## src/rtl/chan_ctl_pkg.sv

```systemverilog
package chan_ctl_pkg;

   // configuration fields, most significant bit first
   typedef struct packed {
      logic       irq_mask;
      logic       local_retry;
      logic       dis_on_off;
      logic       phase_inv;
      logic [1:0] rate;
      logic       ovr_en;
      logic       ovr_ctl;
   } cfg_t;

   typedef enum logic [1:0] {
      ST_RUN  = 2'd0,
      ST_HOFF = 2'd1,
      ST_GSHD = 2'd2
   } fsm_t;

endpackage

```

## src/rtl/chan_cfg_regs.sv

```systemverilog
module chan_cfg_regs
   import chan_ctl_pkg::*;
#(
   parameter int          ADDR_W    = 8,
   parameter logic [7:0]  CFG_RESET = 8'hA0,
   parameter int          RETRY_W   = 6,
   parameter logic [ADDR_W-1:0] CFG_ADDR  = 'h45,
   parameter logic [ADDR_W-1:0] STAT_ADDR = 'h46
) (
   input  logic              clk,
   input  logic              rst_n,
   input  logic [ADDR_W-1:0] addr,
   input  logic              wr,
   input  logic              rd,
   input  logic [7:0]        wdata,
   output logic [7:0]        rdata,
   input  logic              fault_evt,
   input  logic [RETRY_W-1:0] retry_cnt,
   output cfg_t              cfg,
   output logic              fault_flag,
   output logic              irq_n
);

   localparam int PAD_W = 7 - RETRY_W;

   logic hit_cfg, hit_stat, wr_cfg, clr_flag;
   logic [6:0] retry_ext;

   assign hit_cfg  = (addr == CFG_ADDR);
   assign hit_stat = (addr == STAT_ADDR);
   assign wr_cfg   = wr & hit_cfg;
   assign clr_flag = wr_cfg | (rd & hit_stat);

   generate
      if (PAD_W > 0) begin : g_pad
         assign retry_ext = {{PAD_W{1'b0}}, retry_cnt};
      end else begin : g_nopad
         assign retry_ext = retry_cnt;
      end
   endgenerate

   always_ff @(posedge clk or negedge rst_n) begin
      if (!rst_n)      cfg <= cfg_t'(CFG_RESET);
      else if (wr_cfg) cfg <= cfg_t'(wdata);
   end

   always_ff @(posedge clk or negedge rst_n) begin
      if (!rst_n)         fault_flag <= 1'b0;
      else if (fault_evt) fault_flag <= 1'b1;
      else if (clr_flag)  fault_flag <= 1'b0;
   end

   always_comb begin
      rdata = 8'h00;
      if (hit_cfg)       rdata = cfg;
      else if (hit_stat) rdata = {retry_ext, fault_flag};
   end

   assign irq_n = ~(fault_flag & ~cfg.irq_mask);

   p_flag_sticky_r6: assert property (@(posedge clk) disable iff (!rst_n)
      ($past(fault_flag) && !$past(clr_flag)) |-> fault_flag);

endmodule

```

## src/rtl/chan_en_mux.sv

```systemverilog
module chan_en_mux
   import chan_ctl_pkg::*;
(
   input  cfg_t cfg,
   input  logic seq_en,
   input  logic fsm_run,
   output logic base_en,
   output logic chan_en,
   output logic dischg_en
);

   assign base_en   = cfg.ovr_ctl ? cfg.ovr_en : seq_en;
   assign chan_en   = base_en & fsm_run;
   assign dischg_en = cfg.dis_on_off & ~chan_en;

   always_comb begin
      p_dis_exclusive_r5: assert (!(chan_en && dischg_en));
   end

endmodule

```

## src/rtl/chan_fault_fsm.sv

```systemverilog
module chan_fault_fsm
   import chan_ctl_pkg::*;
#(
   parameter int OFF_CYC     = 1000,
   parameter int RESTART_CYC = 10_000_000,
   parameter int RETRY_W     = 6,
   parameter bit RETRY_SAT   = 1'b1
) (
   input  logic               clk,
   input  logic               rst_n,
   input  logic               base_en,
   input  logic               sc_in,
   input  logic               local_mode,
   output logic               run,
   output logic               glob_shdn,
   output logic               restart_req,
   output logic               softstart_req,
   output logic               fault_evt,
   output logic [RETRY_W-1:0] retry_cnt
);

   localparam int MAX_CYC = (OFF_CYC > RESTART_CYC) ? OFF_CYC : RESTART_CYC;
   localparam int CNT_W   = (MAX_CYC > 1) ? $clog2(MAX_CYC) : 1;
   localparam logic [CNT_W-1:0] OFF_LAST = CNT_W'(OFF_CYC - 1);
   localparam logic [CNT_W-1:0] RST_LAST = CNT_W'(RESTART_CYC - 1);

   fsm_t st_q, st_d;
   logic [CNT_W-1:0] cnt_q;
   logic hoff_done, gshd_done;
   logic [RETRY_W-1:0] retry_nx;

   assign fault_evt = (st_q == ST_RUN) & base_en & sc_in;
   assign hoff_done = (st_q == ST_HOFF) & (cnt_q == OFF_LAST);
   assign gshd_done = (st_q == ST_GSHD) & (cnt_q == RST_LAST);

   always_comb begin
      st_d = st_q;
      unique case (st_q)
         ST_RUN:  if (fault_evt) st_d = local_mode ? ST_HOFF : ST_GSHD;
         ST_HOFF: if (hoff_done) st_d = ST_RUN;
         ST_GSHD: if (gshd_done) st_d = ST_RUN;
         default: st_d = ST_RUN;
      endcase
   end

   always_ff @(posedge clk or negedge rst_n) begin
      if (!rst_n) begin
         st_q  <= ST_RUN;
         cnt_q <= '0;
      end else begin
         st_q <= st_d;
         if (st_d != st_q) cnt_q <= '0;
         else if (st_q != ST_RUN) cnt_q <= cnt_q + 1'b1;
      end
   end

   always_ff @(posedge clk or negedge rst_n) begin
      if (!rst_n) begin
         softstart_req <= 1'b0;
         restart_req   <= 1'b0;
      end else begin
         softstart_req <= hoff_done;
         restart_req   <= gshd_done;
      end
   end

   generate
      if (RETRY_SAT) begin : g_sat
         assign retry_nx = (&retry_cnt) ? retry_cnt : retry_cnt + 1'b1;
      end else begin : g_wrap
         assign retry_nx = retry_cnt + 1'b1;
      end
   endgenerate

   always_ff @(posedge clk or negedge rst_n) begin
      if (!rst_n)         retry_cnt <= '0;
      else if (hoff_done) retry_cnt <= retry_nx;
   end

   assign run       = (st_q == ST_RUN);
   assign glob_shdn = (st_q == ST_GSHD);

   p_ss_single_r8: assert property (@(posedge clk) disable iff (!rst_n)
      softstart_req |=> !softstart_req);
   p_restart_src_r10: assert property (@(posedge clk) disable iff (!rst_n)
      $rose(restart_req) |-> $past(glob_shdn));
   p_retry_step_r9: assert property (@(posedge clk) disable iff (!rst_n)
      (retry_cnt != $past(retry_cnt)) |-> softstart_req);

endmodule

```

## src/rtl/chan_ctl_sup.sv

```systemverilog
module chan_ctl_sup
   import chan_ctl_pkg::*;
#(
   parameter int         ADDR_W      = 8,
   parameter int         DATA_W      = 8,
   parameter logic [7:0] CFG_RESET   = 8'hA0,
   parameter logic [ADDR_W-1:0] CFG_ADDR  = 'h45,
   parameter logic [ADDR_W-1:0] STAT_ADDR = 'h46,
   parameter int         OFF_CYC     = 1000,
   parameter int         RESTART_CYC = 10_000_000,
   parameter int         RETRY_W     = 6,
   parameter bit         RETRY_SAT   = 1'b1
) (
   input  logic               clk,
   input  logic               rst_n,
   input  logic [ADDR_W-1:0]  bus_addr,
   input  logic               bus_wr,
   input  logic               bus_rd,
   input  logic [DATA_W-1:0]  bus_wdata,
   output logic [DATA_W-1:0]  bus_rdata,
   input  logic               seq_en,
   input  logic               sc_in,
   output logic               chan_en,
   output logic               dischg_en,
   output logic               phase_sel,
   output logic [1:0]         rate_code,
   output logic               irq_n,
   output logic               glob_shdn,
   output logic               restart_req,
   output logic               softstart_req,
   output logic [RETRY_W-1:0] retry_cnt
);

   generate
      if (DATA_W != 8) begin : g_bad_data
         $error("chan_ctl_sup: register width must be 8");
      end
      if (RETRY_W < 1 || RETRY_W > 7) begin : g_bad_retry
         $error("chan_ctl_sup: RETRY_W must be 1..7");
      end
      if (OFF_CYC < 1 || RESTART_CYC < 1) begin : g_bad_cyc
         $error("chan_ctl_sup: delays must be at least one cycle");
      end
      if (CFG_ADDR == STAT_ADDR) begin : g_bad_addr
         $error("chan_ctl_sup: register addresses collide");
      end
   endgenerate

   cfg_t cfg;
   logic fault_flag, fault_evt, base_en, fsm_run;

   chan_cfg_regs #(
      .ADDR_W(ADDR_W), .CFG_RESET(CFG_RESET), .RETRY_W(RETRY_W),
      .CFG_ADDR(CFG_ADDR), .STAT_ADDR(STAT_ADDR)
   ) u_regs (
      .clk(clk), .rst_n(rst_n), .addr(bus_addr), .wr(bus_wr), .rd(bus_rd),
      .wdata(bus_wdata), .rdata(bus_rdata), .fault_evt(fault_evt),
      .retry_cnt(retry_cnt), .cfg(cfg), .fault_flag(fault_flag), .irq_n(irq_n)
   );

   chan_en_mux u_mux (
      .cfg(cfg), .seq_en(seq_en), .fsm_run(fsm_run),
      .base_en(base_en), .chan_en(chan_en), .dischg_en(dischg_en)
   );

   chan_fault_fsm #(
      .OFF_CYC(OFF_CYC), .RESTART_CYC(RESTART_CYC),
      .RETRY_W(RETRY_W), .RETRY_SAT(RETRY_SAT)
   ) u_fsm (
      .clk(clk), .rst_n(rst_n), .base_en(base_en), .sc_in(sc_in),
      .local_mode(cfg.local_retry), .run(fsm_run), .glob_shdn(glob_shdn),
      .restart_req(restart_req), .softstart_req(softstart_req),
      .fault_evt(fault_evt), .retry_cnt(retry_cnt)
   );

   assign phase_sel = cfg.phase_inv;
   assign rate_code = cfg.rate;

   p_shdn_off_r10: assert property (@(posedge clk) disable iff (!rst_n)
      glob_shdn |-> !chan_en);
   p_flag_on_fault_r6: assert property (@(posedge clk) disable iff (!rst_n)
      (chan_en && sc_in) |=> fault_flag);

endmodule

```

## config.mk

```make
export PLATFORM = sky130hd
export DESIGN_NAME = chan_ctl_sup
export DESIGN_NICKNAME = d
export VERILOG_FILES = /design/src/rtl/chan_ctl_pkg.sv /design/src/rtl/chan_cfg_regs.sv /design/src/rtl/chan_en_mux.sv /design/src/rtl/chan_fault_fsm.sv /design/src/rtl/chan_ctl_sup.sv
export SDC_FILE = /design/constraint.sdc
export NUM_CORES = 1
export LEC_CHECK = 0
export BUFFER_PORTS_ARGS = -buffer_cell sky130_fd_sc_hd__clkbuf_2
export CAP_MARGIN = 10
export CORE_ASPECT_RATIO = 1.4
export CORE_MARGIN = 2
export CORE_UTILIZATION = 55
export CTS_CLUSTER_SIZE = 20
export DETAILED_ROUTE_END_ITERATION = 7
export MAX_ROUTING_LAYER = met4
export PLACE_DENSITY = 0.88
export SYNTH_ARGS = -nofsm -noshare
export SYNTH_HDL_FRONTEND = slang
export SYNTH_SLANG_ARGS = --single-unit
```

## constraint.sdc

```tcl
create_clock -name clk -period 2.35 [get_ports clk]
set_input_delay 0.1175 -clock clk [delete_from_list [all_inputs] [get_ports clk]]
set_output_delay 0.1175 -clock clk [all_outputs]
set_load 0.02 [all_outputs]
```

Word level (Yosys, flattened, before mapping):

Index checks and enable logic that the tools add are counted.

* multiplexer cells: 12
* reduce and logical (&&, ||, !) cells: 6
* add/sub/neg operators: 2
* bitwise logic cells: 13
* equality and inequality tests: 7

Operators by type and width (count)
* 24-bit two-way mux: 2
* 24-bit by 1-bit adder with 24-bit output, second input constant: 1
* 24-bit by 10-bit == test with 1-bit output, second input constant: 1
* 24-bit == test, second input constant: 1
* 8-bit by 7-bit == test with 1-bit output, second input constant: 2
* 1-bit AND: 8
* 2-bit two-way mux: 4
* 8-bit two-way mux: 1
* 7-bit two-way mux: 1
* 6-bit by 1-bit adder with 6-bit output, second input constant: 1
* 2-bit case mux with 3 select lines: 1
* 6-bit AND reduction: 1
* 2-bit nonzero test: 3
* 1-bit inverter: 4
* 1-bit two-way mux: 3
* 2-bit by 1-bit == test with 1-bit output, second input constant: 1
* 2-bit == test, second input constant: 1
* 2-bit logical NOT: 1
* 2-bit inequality test: 1
* 2-bit AND reduction: 1
* 1-bit OR: 1

* register bits after elaboration: 43
* word-level logic and storage cells: 53
* output and inout port bits: 23
* input bits: 22

Logic depth before layout (Yosys ltp):

Gate-level depths: netlist of run 1.

* depth in word-level cells: 7
* gate-level depth with buffers: 7

By module:

A second synthesis of run 1 with hierarchy kept.

* cell total of the unflattened synthesis: 219
* area total of the unflattened synthesis: 2353.5 µm²

Modules (own cells, without submodules)
* chan_fault_fsm: cells an instance 180, instances 1, area each 1820.5 µm², sequential area each 850.8 µm²
* chan_cfg_regs: cells an instance 36, instances 1, area each 498.0 µm², sequential area each 227.7 µm²
* chan_en_mux: cells an instance 3, instances 1, area each 35.0 µm², sequential area each 0.0 µm²

Worst setup path after synthesis of run 1:

No wires, ideal clock.

* kind: register to register
* start point: register u_fsm.cnt_q[0]
* end point: register u_fsm.cnt_q[20]
* stages on the path, launching flop included: 7
* path buffers: 1
* setup time: 82 ps
* arrival time: 1970 ps
* setup slack: 298 ps
* clock period less this slack: 2052 ps
* path through: dfrtp_1 > ha_1 > nand3_2 > or4_4 > buf_6 > or4_4 > a22oi_2

* word-level cells in the longest chain between the ends: 6
* elaborated cells between the ends (all ways): 12
* those cells by class: add/sub (1); eq/ne (3); mux (5); bitwise (2); reduce/logical (1)

RTL lines
* from (decl): line chan_fault_fsm.sv:28 `logic [CNT_W-1:0] cnt_q;`
* from (signal assigned): line chan_fault_fsm.sv:53 `else if (st_q != ST_RUN) cnt_q <= cnt_q + 1'b1;`
* parallel branches: the longest is 6 deep, another holds 24-bit by 1-bit adder with 24-bit output

Several ways; the timed one is not identified. The select of a mux whose other input is x is not followed.
A chain may end at the register's enable or synchronous reset.

Final worst setup path of run 1:

* start point: register u_fsm.cnt_q[0]
* end point: register u_fsm.cnt_q[22]

The elaborated chain is that of the path after synthesis.

==> results of run 1 <==
power by group through the flow:
stage	sequential (mW)	combinational, mW	clock (mW)
floorplan	0.871	0.205	0
global placement	0.900	0.258	0
detailed placement	0.909	0.270	0
CTS	0.894	0.278	0.461
global route	0.903	0.306	0.491
finish	0.897	0.275	0.452
synthesized netlist by cell type (all sizes together), types with 3 or more instances:
master,number
or4,7
or3,7
nor3,4
inv,9
nand4,6
nand3,15
dfrtp,41
o31ai,4
mux2,10
clkbuf,8
and4,3
nor4,10
nand2,10
xor2,8
nor2,4
a22oi,12
buf,4
xnor2,6
a21oi,13
a22o,7
nand2b,3
o21ai,10
through the flow:
stage | hold WS, ns | setup slack, ns | cell area, um^2 | total power, mW | std cells
6_report | 0.0442 | 0.114 | 2740 | 1.62 | 323
5_1_grt | 0.0482 | 0.0401 | 2740 | 1.70 | 323
4_1_cts | 0.0467 | 0.130 | 2740 | 1.63 | 323
3_5_place_dp | 0.229 | 0.173 | 2650 | 1.18 | 314
3_3_place_gp | 0.218 | 0.259 | 2650 | 1.16 | 314
2_1_floorplan | -0.178 | 0.298 | 2360 | 1.08 | 228
registers in the layout, indices dropped and copies added, names as in the netlist:
name	cells
u_fsm.retry_cnt	6
u_fsm.cnt_q	24
u_fsm.restart_req	1
u_regs.cfg	8
u_regs.fault_flag	1
u_fsm.st_q	2
u_fsm.softstart_req	1
area by class of cell:
class                      count  area (um^2)
fill                         337         1430
clock inverter                 1         5.00
tap                           45         56.3
timing repair buffer          54          298
multi-input combinational    164         1190
clock buffer                   7         76.3
inverter                       9         33.8
sequential                    43         1080
repair_timing:
| action | CTS | global route |
|---|---|---|
| hold buffers | 1 | 0 |
| buffers inserted | 0 | 0 |
| hold endpoints to repair | 41 | 0 |
worst min-delay path by stage:
stage | from | end | slack (ns) | depth (start not counted)
after floorplan | rst_n | u_fsm.cnt_q[0]$_DFFE_PN0P_ | -0.18 | 0
after global placement | rst_n | u_regs.fault_flag$_DFFE_PN0P_ | 0.22 | 2
after detailed placement | rst_n | u_fsm.st_q[0]$_DFF_PN0_ | 0.23 | 2
after CTS | bus_wdata[5] | u_regs.cfg[5]$_DFFE_PN1P_ | 0.05 | 2
after global routing | bus_wdata[5] | u_regs.cfg[5]$_DFFE_PN1P_ | 0.05 | 2
final | bus_wdata[5] | u_regs.cfg[5]$_DFFE_PN1P_ | 0.04 | 2
layer usage:
metal | wire length [um] | vias up | part of all wire
met5 | 0 | - | 0
met3 | 277 | 7 | 0.050
met2 | 3080 | 67 | 0.55
li1 | - | 973 | -
met4 | 79 | 0 | 0.014
met1 | 2150 | 1011 | 0.38
worst register-to-register path: cells and delay by family (launching register included):
family | cells | cell delay [ns]
AO/OA/AOI/OAI | 1 | 0.17
adder cells (fa/ha/maj) | 1 | 0.24
flip-flops | 1 | 0.42
AND/OR/NAND/NOR | 3 | 1.32
kinds of logic after synthesis:
logic type,count (synthesis),share of synthesized area
compound gates,56,0.167
xor+xnor,14,0.0519
fa+ha+maj,2,0.0106
buf+inv,21,0.0402
flops,43,0.456
mux,12,0.0561
simple gates,80,0.218
==> reports/qor.yml, run 1 <==
timing:
  maxClockFrequency_mhz: 447
  slew_hr: 0.551
  rsz0062_at_grt: "no"
  clock-skew-final_ns: 0.00680
  final_max_slew_viol_count: 0
  fin_crit_ns: 2.24
  hold_violations: 0
  timing_worst_slew_pin_value_ns: 0.668
  final_min_period_over_clock_period: 0.951
  tns_ns: 0
  setup_viol: 0
power_and_ir_drop:
  power_report.internal_total_mw: 1.13
  switching_component_of_the_power_mw: 0.492
  switching_share: 0.303
  power.share.sequential: 0.552
  share_comb_of_total_power: 0.169
  max-vdd-ir-drop_uv: 340
  clock_power_share: 0.278
  power_density_nw_per_um2: 593
  leakage_nw: 1.26
global_route:
  grt_usage: 0.249
  met2_usage: 0.456
  grt_first_pass_wirelength_mm: 8.85
  number_of_antenna_violations_at_the_first_check_in_global_routing: 0
  global_route.usage.met1: 0.256
  grt_max_degree: 44
  vias_in_the_first_global_route: 2013
  groute.layer.met3.usage: 0.0583
  gr-max-usage-layer: "met2"
  globalRoute.totalOverflow: 0
setup_path:
  timing.critical_path.slowest_stage_cell: "sky130_fd_sc_hd__or4_4"
  worstReg2RegStart: "u_fsm.cnt_q[0]$_DFFE_PN0P_"
  timing.reg2reg.setup_slack_ns: 0.11
  crit_arrival_ns: 2.45
  timing.critical_path.max_delay_family: "simple AND/OR/NAND/NOR gates"
  reg2reg_to: "u_fsm.cnt_q[22]$_DFFE_PN0P_"
  worstSetupEndpoint: "u_fsm.cnt_q[22]$_DFFE_PN0P_"
  cp_num_buf_inv: 0
  timing.reg2reg.worst_path_depth: 5
  cp_cell_sequence: "ha_1 > nand3_2 > or4_4 > or4_1 > a22oi_1"
  setup.worst_path.start_class: "flop"
  critPathMaxStageDelay_ns: 0.65
  endpoint_kind: "flop"
  timing.critical_path.depth: 5
  cp-startpoint: "u_fsm.cnt_q[0]$_DFFE_PN0P_"
  worstSetupPathType: "flop to flop"
  worstPathRequired_ns: 2.56
  worst_path_max_fanout: 11
clocking:
  post_cts.resized_instances: 0
  h-tree-depth: 2
  tritoncts_clock_tree: "yes"
  numCtsBuffers: 5
  clock-root-buffer: "sky130_fd_sc_hd__clkbuf_8"
  worstSkewPairLatency_ns: 0.30
  clk_transition_reported_paths_ns: 0.08
  clockBufferDepth: 2
  numClockSinks: 43
synthesis:
  yosys.area.top_type: "sky130_fd_sc_hd__dfrtp_1"
  synthDistinctLibCells: 51
  yosysTopAreaCellShare: 0.434
  synth_edf_count: 0
  ys_ff_latch: 43
  synth.cell_area_um2: 2360
  mappedNetlistNets: 252
  post_synth.cell_area_avg_um2: 10.4
  ys.flop_type: "sky130_fd_sc_hd__dfrtp_1"
  seq_area_frac_synth: 0.456
  synth_async_sr_flop_share: 1.00
  post_synth_main_area_contributors: "sky130_fd_sc_hd__dfrtp_1, sky130_fd_sc_hd__mux2_2, sky130_fd_sc_hd__a22oi_1, sky130_fd_sc_hd__nand3_1, sky130_fd_sc_hd__xor2_1"
  post_synthesis_cell_count: 228
  synth.yosys.warnings: 0
place:
  port_buffers: 44
  hpwlAfterDp_mm: 3.94
  gp_congestion: 0.990
layout:
  finalNetCount: 301
  final_layout_size_suffix_gt1_frac: 0.288
  layout_common_cells: "sky130_fd_sc_hd__clkbuf_2, sky130_fd_sc_hd__dfrtp_1, sky130_fd_sc_hd__nand3_1"
  finalCoreUtilization: 0.657
  area_delta_synth_final_pct: 15.8
  most_common_library_cell_in_the_layout_ignoring_fill_and_taps: "sky130_fd_sc_hd__clkbuf_2"
  antenna-diode-count: 0
drt:
  final_antenna_net_count: 0
  first_pass_iters: 4
  postRouteWirelength_mm: 5.59
  route.detailed.wl_per_inst_um: 17.3
  drt-vias-per-instance: 6.37
  vias: 2058
  drt_first_iter_violations: 88
  drt_drc_violations_left: 0
run_status:
  status: "finished, final reports clean"
die:
  die_area_um2: 4850
  fp-row-count: 28
  num_io_pins: 45
  floorplan.core_area_um2: 4170
  die-width_um: 59.4
  initial_standard_cell_utilization_of_the_core: 0.567
  die_h_um: 81.6
job:
  max_cap_violations: 0
min_path:
  hold_path.class: "primary input to flop"
No activity file was read; power rests on OpenSTA's default activity.
==> run 2, diff against run 1 <==
--- a/config.mk
+++ b/config.mk
@@ -9,11 +9,12 @@
 export CAP_MARGIN = 10
 export CORE_ASPECT_RATIO = 1.4
 export CORE_MARGIN = 2
-export CORE_UTILIZATION = 55
+export CORE_UTILIZATION = 50
 export CTS_CLUSTER_SIZE = 20
 export DETAILED_ROUTE_END_ITERATION = 7
+export GPL_TIMING_DRIVEN = 0
 export MAX_ROUTING_LAYER = met4
-export PLACE_DENSITY = 0.88
+export PLACE_DENSITY = 0.82
 export SYNTH_ARGS = -nofsm -noshare
 export SYNTH_HDL_FRONTEND = slang
 export SYNTH_SLANG_ARGS = --single-unit
==> run 2 against run 1 <==
Against the previous run: the run now ends with hold timing left; critical path depth rose by 1; power rose by 8.8%; clock-buffer cell count fell by 1; critical endpoint is now u_fsm.cnt_q[20]$_DFFE_PN0P_; sequential power fell by 2.3%; clock skew rose by 0.0022 ns; clock power rose by 32%; combinational power rose by 7%.
==> reports/qor.yml, run 2 (synthesis results as in run 1) <==
run_status:
  status: "complete, but fails checks"  # was finished, final reports clean
  failed_checks: "hold timing"
power_and_ir_drop:
  power_density_nw_per_um2: 628  # was 593 nW/um^2
  max-vdd-ir-drop_uv: 358  # was 340 uV
  power.share.sequential: 0.496  # was 0.552
  leakage_nw: 1.28  # was 1.26 nW
  clock_power_share: 0.338  # was 0.278
  switching_share: 0.282  # was 0.303
  switching_component_of_the_power_mw: 0.498  # was 0.492 mW
  power_report.internal_total_mw: 1.27  # was 1.13 mW
  power_mw: 1.77  # was 1.62 mW
  share_comb_of_total_power: 0.166  # was 0.169
layout:
  largest_reg_flops: 24  # unchanged
  antenna-diode-count: 0  # unchanged
  layout_top_registers: "u_fsm.cnt_q (24), u_regs.cfg (8), u_fsm.retry_cnt (6)"  # unchanged
  fillerInstances: 354  # was 337
  final_design_area_no_fill_um2: 2810  # was 2740 um^2
  layout_common_cells: "sky130_fd_sc_hd__clkbuf_2, sky130_fd_sc_hd__dfrtp_1, sky130_fd_sc_hd__nand3_1"  # unchanged
  finalNetCount: 303  # was 301
  largest-register: "u_fsm.cnt_q"  # unchanged
  most_common_library_cell_in_the_layout_ignoring_fill_and_taps: "sky130_fd_sc_hd__clkbuf_2"  # unchanged
  final_layout_size_suffix_gt1_frac: 0.300  # was 0.288
  area_delta_synth_final_pct: 19.0  # was 15.8%
  finalCoreUtilization: 0.620  # was 0.657
setup_path:
  endpoint_kind: "flop"  # unchanged
  setup.worst_path.start_class: "flop"  # unchanged
  crit_arrival_ns: 2.46  # was 2.45 ns
  worstSetupPathType: "flop to flop"  # unchanged
  worstPathRequired_ns: 2.57  # was 2.56 ns
  worst_path_max_fanout: 10  # was 11
global_route:
  met2_usage: 0.408  # was 0.456
  grt_usage: 0.225  # was 0.249
  gr-max-usage-layer: "met2"  # unchanged
  vias_in_the_first_global_route: 2069  # was 2013
  number_of_antenna_violations_at_the_first_check_in_global_routing: 0  # unchanged
  grt_first_pass_wirelength_mm: 9.39  # was 8.85 mm
  global_route.usage.met1: 0.245  # was 0.256
  groute.layer.met3.usage: 0.0398  # was 0.0583
  grt_max_degree: 44  # unchanged
  globalRoute.totalOverflow: 0  # unchanged
job:
  max_cap_violations: 0  # unchanged
timing:
  hold-worst-slack_ns: -0.00168  # was 0.0442 ns
  timing_worst_slew_pin_value_ns: 1.05  # was 0.668 ns
  slew_hr: 0.301  # was 0.551
  final_min_period_over_clock_period: 0.955  # was 0.951
  fin_crit_ns: 2.24  # about the same
  hold_violations: 2  # was 0
  setup_viol: 0  # unchanged
  maxClockFrequency_mhz: 446  # was 447 MHz
  rsz0062_at_grt: "yes"  # was no
  clock-skew-final_ns: 0.00896  # was 0.00680 ns
  final_max_slew_viol_count: 0  # unchanged
min_path:
  hold_path.class: "primary input to async pin"  # was primary input to flop
die:
  fp-row-count: 29  # was 28
  num_io_pins: 45  # unchanged
  floorplan.core_area_um2: 4540  # was 4170 um^2
  die-width_um: 62.1  # was 59.4 um
  initial_standard_cell_utilization_of_the_core: 0.521  # was 0.567
  die_area_um2: 5300  # was 4850 um^2
  die_h_um: 85.4  # was 81.6 um
clocking:
  tritoncts_clock_tree: "yes"  # unchanged
  worstSkewPairLatency_ns: 0.29  # was 0.30 ns
  clockBufferDepth: 2  # unchanged
  ctsHoldBuffers: 0  # was 1
  h-tree-depth: 2  # unchanged
  clk_transition_reported_paths_ns: 0.08  # about the same
  numClockSinks: 43  # unchanged
  cts_setup_buffers: 0  # unchanged
  numCtsBuffers: 5  # unchanged
  clock-root-buffer: "sky130_fd_sc_hd__clkbuf_8"  # unchanged
drt:
  drt-vias-per-instance: 6.06  # was 6.37
  vias: 2072  # was 2058
  route.detailed.wl_per_inst_um: 16.2  # was 17.3 um
  final_antenna_net_count: 0  # unchanged
  drt_first_iter_violations: 143  # was 88
  postRouteWirelength_mm: 5.53  # was 5.59 mm
  drt_drc_violations_left: 0  # unchanged
  first_pass_iters: 4  # unchanged
place:
  hpwlAfterDp_mm: 3.98  # was 3.94 mm
  port_buffers: 44  # unchanged
  gp_congestion: 0.889  # was 0.990
  post_dp_cell_area_um2: 2660  # was 2650 um^2
==> run 2: cell types whose count changed in the layout (fill, tap and decap cells not counted), sizes merged <==
cell | previous run | this run
dlygate4sd3 | 1 | 0
buf | 9 | 4
bufinv | 0 | 1
clkbuf | 51 | 58
==> run 2: cell type report <==
| cell class | instances | area (um^2) | area share |
|---|---|---|---|
| multi-input cells | 164 | 1220 | 0.433 |
| clock buffers | 6 | 82.6 | 0.0294 |
| inverters | 9 | 33.8 | 0.0120 |
| repair buffers | 44 | 220 | 0.0783 |
| clock inverters | 2 | 35.0 | 0.0125 |
| well taps | 62 | 77.6 | 0.0276 |
| plain buffers | 12 | 66.3 | 0.0236 |
| flip-flops and latches | 43 | 1080 | 0.383 |
==> run 2: path summary, 6_finish.rpt <==
kind	cells past startpoint	slack, ns	end	from
hold / removal	1	-0.002	u_regs.cfg[0]$_DFFE_PN0P_	rst_n
hold reg to reg	1	0.54	u_regs.cfg[3]$_DFFE_PN0P_	u_regs.cfg[3]$_DFFE_PN0P_
setup reg to reg	6	0.11	u_fsm.cnt_q[20]$_DFFE_PN0P_	u_fsm.cnt_q[0]$_DFFE_PN0P_
setup / recovery	6	0.11	u_fsm.cnt_q[20]$_DFFE_PN0P_	u_fsm.cnt_q[0]$_DFFE_PN0P_
min in group clk	2	0.05	u_regs.cfg[6]$_DFFE_PN0P_	bus_wdata[6]
max in group asynchronous	1	1.71	u_regs.cfg[2]$_DFFE_PN0P_	rst_n
==> run 2: power by group through the flow <==
stage	logic [mW]	clock network [mW]	registers (mW)
finish	0.293	0.597	0.876
global route	0.331	0.633	0.887
CTS	0.291	0.607	0.875
detailed placement	0.289	0	0.887
global placement	0.279	0	0.886
floorplan	0.205	0	0.871
==> run 2: metrics by stage <==
stage / setup WS, ns / hold slack, ns / std cells / TNS, ns
after floorplan: 0.298 / -0.178 / 228 / 0
after global placement: -0.204 / 0.353 / 334 / -2.10
after detailed placement: -0.190 / 0.354 / 334 / -2.16
after CTS: 0.0559 / 0.0261 / 342 / 0
after global routing: -0.0378 / 0.0486 / 342 / -0.0554
final: 0.106 / -0.00168 / 342 / 0
==> run 2: what timing repair did <==
action / in CTS / in global routing
gates resized for setup: 4 / 7
endpoints found under the setup margin: 21 / 20
pin swaps: 0 / 0
==> run 2: worst max-delay path, cell delays in order, from the launching register on <==
cell,delay (ns)
sky130_fd_sc_hd__dfrtp_1,0.42
sky130_fd_sc_hd__ha_1,0.23
sky130_fd_sc_hd__nand3_2,0.15
sky130_fd_sc_hd__or4_4,0.57
sky130_fd_sc_hd__buf_6,0.16
sky130_fd_sc_hd__or4_4,0.48
sky130_fd_sc_hd__a22oi_2,0.16
==> run 2: metal layers <==
metal / part of all wire / vias to the layer above
met2: 0.54 / 72
met4: 0.013 / 0
li1: - / 977
met3: 0.050 / 5
met5: 0 / -
met1: 0.39 / 1018
==> run 3, diff against run 2 <==
--- a/config.mk
+++ b/config.mk
@@ -5,6 +5,7 @@
 export SDC_FILE = /design/constraint.sdc
 export NUM_CORES = 1
 export LEC_CHECK = 0
+export ABC_AREA = 1
 export BUFFER_PORTS_ARGS = -buffer_cell sky130_fd_sc_hd__clkbuf_2
 export CAP_MARGIN = 10
 export CORE_ASPECT_RATIO = 1.4
@@ -14,7 +15,7 @@
 export DETAILED_ROUTE_END_ITERATION = 7
 export GPL_TIMING_DRIVEN = 0
 export MAX_ROUTING_LAYER = met4
-export PLACE_DENSITY = 0.82
+export PLACE_DENSITY = 0.81
 export SYNTH_ARGS = -nofsm -noshare
 export SYNTH_HDL_FRONTEND = slang
 export SYNTH_SLANG_ARGS = --single-unit
==> run 3 against run 2 <==
Against the previous run: the run still ends with hold timing left; sequential share of layout area is 3.7 points lower; worst setup slack improved by 0.29 ns; synthesized area increased by 15%; global-route usage up 0.48 points; utilization shrank 2.1 points; clock power fell by 18%; power grew 13%; flip-flop and latch count did not move; die area up 14%; first-iteration DRC count down 22%; register-to-register slack improved by 0.43 ns; critical endpoint is now dischg_en; largest power group unchanged.
==> reports/qor.yml, run 3 <==
run_status:
  status: "complete, but fails checks"  # unchanged
  failed_checks: "hold timing"  # unchanged
synthesis:
  synth_top_cells_by_count: "sky130_fd_sc_hd__nand2_1, sky130_fd_sc_hd__nor2_1, sky130_fd_sc_hd__inv_1, sky130_fd_sc_hd__dfrtp_1, sky130_fd_sc_hd__nand3_1"  # was sky130_fd_sc_hd__dfrtp_1, sky130_fd_sc_hd__nand3_1, sky130_fd_sc_hd__a21oi_1, sky130_fd_sc_hd__a22oi_1, sky130_fd_sc_hd__mux2_2
  synthDistinctLibCells: 32  # was 51
  seq_area_frac_synth: 0.397  # was 0.456
  ys_ff_latch: 43  # unchanged
  mappedNetlistNets: 397  # was 252
  synth.yosys.warnings: 0  # unchanged
  ys.flop_type: "sky130_fd_sc_hd__dfrtp_1"  # unchanged
  synth_async_sr_flop_share: 1.00  # unchanged
  synth.most_common_cell: "sky130_fd_sc_hd__nand2_1"  # was sky130_fd_sc_hd__dfrtp_1
  yosys.area.top_type: "sky130_fd_sc_hd__dfrtp_1"  # unchanged
  yosysTopAreaCellShare: 0.377  # was 0.434
  post_synth_main_area_contributors: "sky130_fd_sc_hd__dfrtp_1, sky130_fd_sc_hd__nand2_1, sky130_fd_sc_hd__nor2_1, sky130_fd_sc_hd__inv_1, sky130_fd_sc_hd__xor2_1"  # was sky130_fd_sc_hd__dfrtp_1, sky130_fd_sc_hd__mux2_2, sky130_fd_sc_hd__a22oi_1, sky130_fd_sc_hd__nand3_1, sky130_fd_sc_hd__xor2_1
  post_synthesis_cell_count: 373  # was 228
  synth.cell_area_um2: 2720  # was 2360 um^2
  post_synth.cell_area_avg_um2: 7.29  # was 10.4 um^2
  synth_edf_count: 0  # unchanged
timing:
  hold_violations: 9  # was 2
  slew_hr: 0.289  # was 0.301
  clock-skew-final_ns: 0.00789  # was 0.00896 ns
  rsz0062_at_grt: "no"  # was yes
  hold-worst-slack_ns: -0.00972  # was -0.00168 ns
  tns_ns: 0  # unchanged
  fin_crit_ns: 1.95  # was 2.24 ns
  final_max_slew_viol_count: 0  # unchanged
  setup_viol: 0  # unchanged
  final_min_period_over_clock_period: 0.830  # was 0.955
  timing_worst_slew_pin_value_ns: 1.07  # was 1.05 ns
  maxClockFrequency_mhz: 513  # was 446 MHz
die:
  fp-row-count: 31  # was 29
  die_h_um: 91.3  # was 85.4 um
  num_io_pins: 45  # unchanged
  floorplan.core_area_um2: 5200  # was 4540 um^2
  die_area_um2: 6050  # was 5300 um^2
  die-width_um: 66.3  # was 62.1 um
  initial_standard_cell_utilization_of_the_core: 0.523  # was 0.521
setup_path:
  timing.critical_path.slowest_stage_cell: "sky130_fd_sc_hd__dfrtp_1"  # was sky130_fd_sc_hd__or4_4
  worstSetupPathType: "flop to primary output"  # was flop to flop
  worst_path_max_fanout: 10  # unchanged
  endpoint_kind: "primary output"  # was flop
  timing.reg2reg.worst_path_depth: 11  # was 6
  worstReg2RegStart: "u_fsm.cnt_q[0]$_DFFE_PN0P_"  # unchanged
  cp-startpoint: "u_fsm.st_q[0]$_DFF_PN0_"  # was u_fsm.cnt_q[0]$_DFFE_PN0P_
  cp_num_buf_inv: 3  # was 1
  cp_cell_sequence: "nor2_4 > clkbuf_1 > nand2_1 > inv_1 > nor2_1 > clkbuf_2"  # was ha_1 > nand3_2 > or4_4 > buf_6 > or4_4 > a22oi_2
  setup.worst_path.start_class: "flop"  # unchanged
  timing.reg2reg.setup_slack_ns: 0.54  # was 0.11 ns
  timing.critical_path.max_delay_family: "buffers and inverters"  # was simple AND/OR/NAND/NOR gates
  worstPathRequired_ns: 2.23  # was 2.57 ns
  reg2reg_to: "u_fsm.cnt_q[4]$_DFFE_PN0P_"  # was u_fsm.cnt_q[20]$_DFFE_PN0P_
  critPathMaxStageDelay_ns: 0.45  # was 0.57 ns
  crit_arrival_ns: 1.83  # was 2.46 ns
clocking:
  clk_transition_reported_paths_ns: 0.09  # was 0.08 ns
  numCtsBuffers: 5  # unchanged
  post_cts.resized_instances: 0  # was 4
  tritoncts_clock_tree: "yes"  # unchanged
  h-tree-depth: 2  # unchanged
  clockBufferDepth: 2  # unchanged
  worstSkewPairLatency_ns: 0.30  # was 0.29 ns
  ctsHoldBuffers: 0  # unchanged
  cts_setup_buffers: 0  # unchanged
  clock-root-buffer: "sky130_fd_sc_hd__clkbuf_8"  # unchanged
  numClockSinks: 43  # unchanged
global_route:
  grt_usage: 0.230  # was 0.225
  globalRoute.totalOverflow: 0  # unchanged
  vias_in_the_first_global_route: 2372  # was 2069
  grt_max_degree: 44  # unchanged
  number_of_antenna_violations_at_the_first_check_in_global_routing: 0  # unchanged
  grt_first_pass_wirelength_mm: 10.5  # was 9.39 mm
drt:
  drt_first_iter_violations: 112  # was 143
  final_antenna_net_count: 0  # unchanged
  route.detailed.wl_per_inst_um: 12.9  # was 16.2 um
  first_pass_iters: 5  # was 4
  postRouteWirelength_mm: 6.34  # was 5.53 mm
  drt-vias-per-instance: 5.17  # was 6.06
  drt_drc_violations_left: 0  # unchanged
  vias: 2538  # was 2072
power_and_ir_drop:
  power_density_nw_per_um2: 639  # was 628 nW/um^2
  max-vdd-ir-drop_uv: 639  # was 358 uV
  leakage_nw: 1.50  # was 1.28 nW
layout:
  final_layout_size_suffix_gt1_frac: 0.231  # was 0.300
  final_design_area_no_fill_um2: 3120  # was 2810 um^2
  layout_top_registers: "u_fsm.cnt_q (24), u_regs.cfg (8), u_fsm.retry_cnt (6)"  # unchanged
  antenna-diode-count: 0  # unchanged
  area_delta_synth_final_pct: 14.5  # was 19.0%
  layout_common_cells: "sky130_fd_sc_hd__nand2_1, sky130_fd_sc_hd__nor2_1, sky130_fd_sc_hd__inv_1"  # was sky130_fd_sc_hd__clkbuf_2, sky130_fd_sc_hd__dfrtp_1, sky130_fd_sc_hd__nand3_1
  most_common_library_cell_in_the_layout_ignoring_fill_and_taps: "sky130_fd_sc_hd__nand2_1"  # was sky130_fd_sc_hd__clkbuf_2
  largest_reg_flops: 24  # unchanged
  finalNetCount: 448  # was 303
  largest-register: "u_fsm.cnt_q"  # unchanged
min_path:
  hold_path.class: "primary input to async pin"  # unchanged
job:
  max_cap_violations: 0  # unchanged
place:
  hpwlAfterDp_mm: 5.01  # was 3.98 mm
  post_dp_cell_area_um2: 3020  # was 2660 um^2
  port_buffers: 44  # unchanged
  gp_congestion: 0.914  # was 0.889
run 3: final cells by class:
cell class | count | area, um^2
clock inverters | 3 | 23.8
repair buffers | 44 | 220
flip-flops and latches | 43 | 1080
multi-input cells | 265 | 1370
fillers | 467 | 2080
inverters | 59 | 221
plain buffers | 6 | 46.3
clock buffers | 5 | 68.8
well taps | 66 | 82.6
run 3: logic make-up after synthesis:
kind of cell,Yosys count,share of synthesized area
AOI/OAI and AO/OA,31,0.0649
xor gates and xnor gates,13,0.0419
adders and majority gates,2,0.00920
buffers and inverters,65,0.0984
DFF,43,0.397
and+or+nand+nor,219,0.389
run 3: metal layers:
| metal | vias to the layer above | global-route usage | wire [um] |
|---|---|---|---|
| met5 | - | - | 0 |
| met4 | 0 | 0.0714 | 146 |
| met3 | 15 | 0.0347 | 262 |
| met2 | 76 | 0.411 | 3320 |
| met1 | 1156 | 0.258 | 2610 |
| li1 | 1291 | - | - |
run 3: worst max-delay path by stage:
stage | endpoint | cells past startpoint
floorplan | u_fsm.retry_cnt[3]$_DFFE_PN0P_ | 8
global placement | u_fsm.cnt_q[12]$_DFFE_PN0P_ | 11
detailed placement | u_fsm.cnt_q[4]$_DFFE_PN0P_ | 11
CTS | dischg_en | 6
global route | dischg_en | 6
finish | dischg_en | 6
run 3: report_power, final:
part	switching (mW)	internal, mW	leakage, nW
Clock	0.275	0.213	0.0408
Combinational	0.483	0.195	0.907
Sequential	0.0428	0.783	0.556
Total	0.801	1.19	1.50
run 3: stage by stage:
stage	total power, mW	cells	worst slack [ns]	utilization
finish	1.99	491	0.400	0.599
global route	2.11	491	0.319	0.599
CTS	2.01	491	0.434	0.599
detailed placement	1.52	483	0.545	0.582
global placement	1.50	483	0.621	0.582
floorplan	1.31	373	0.789	-
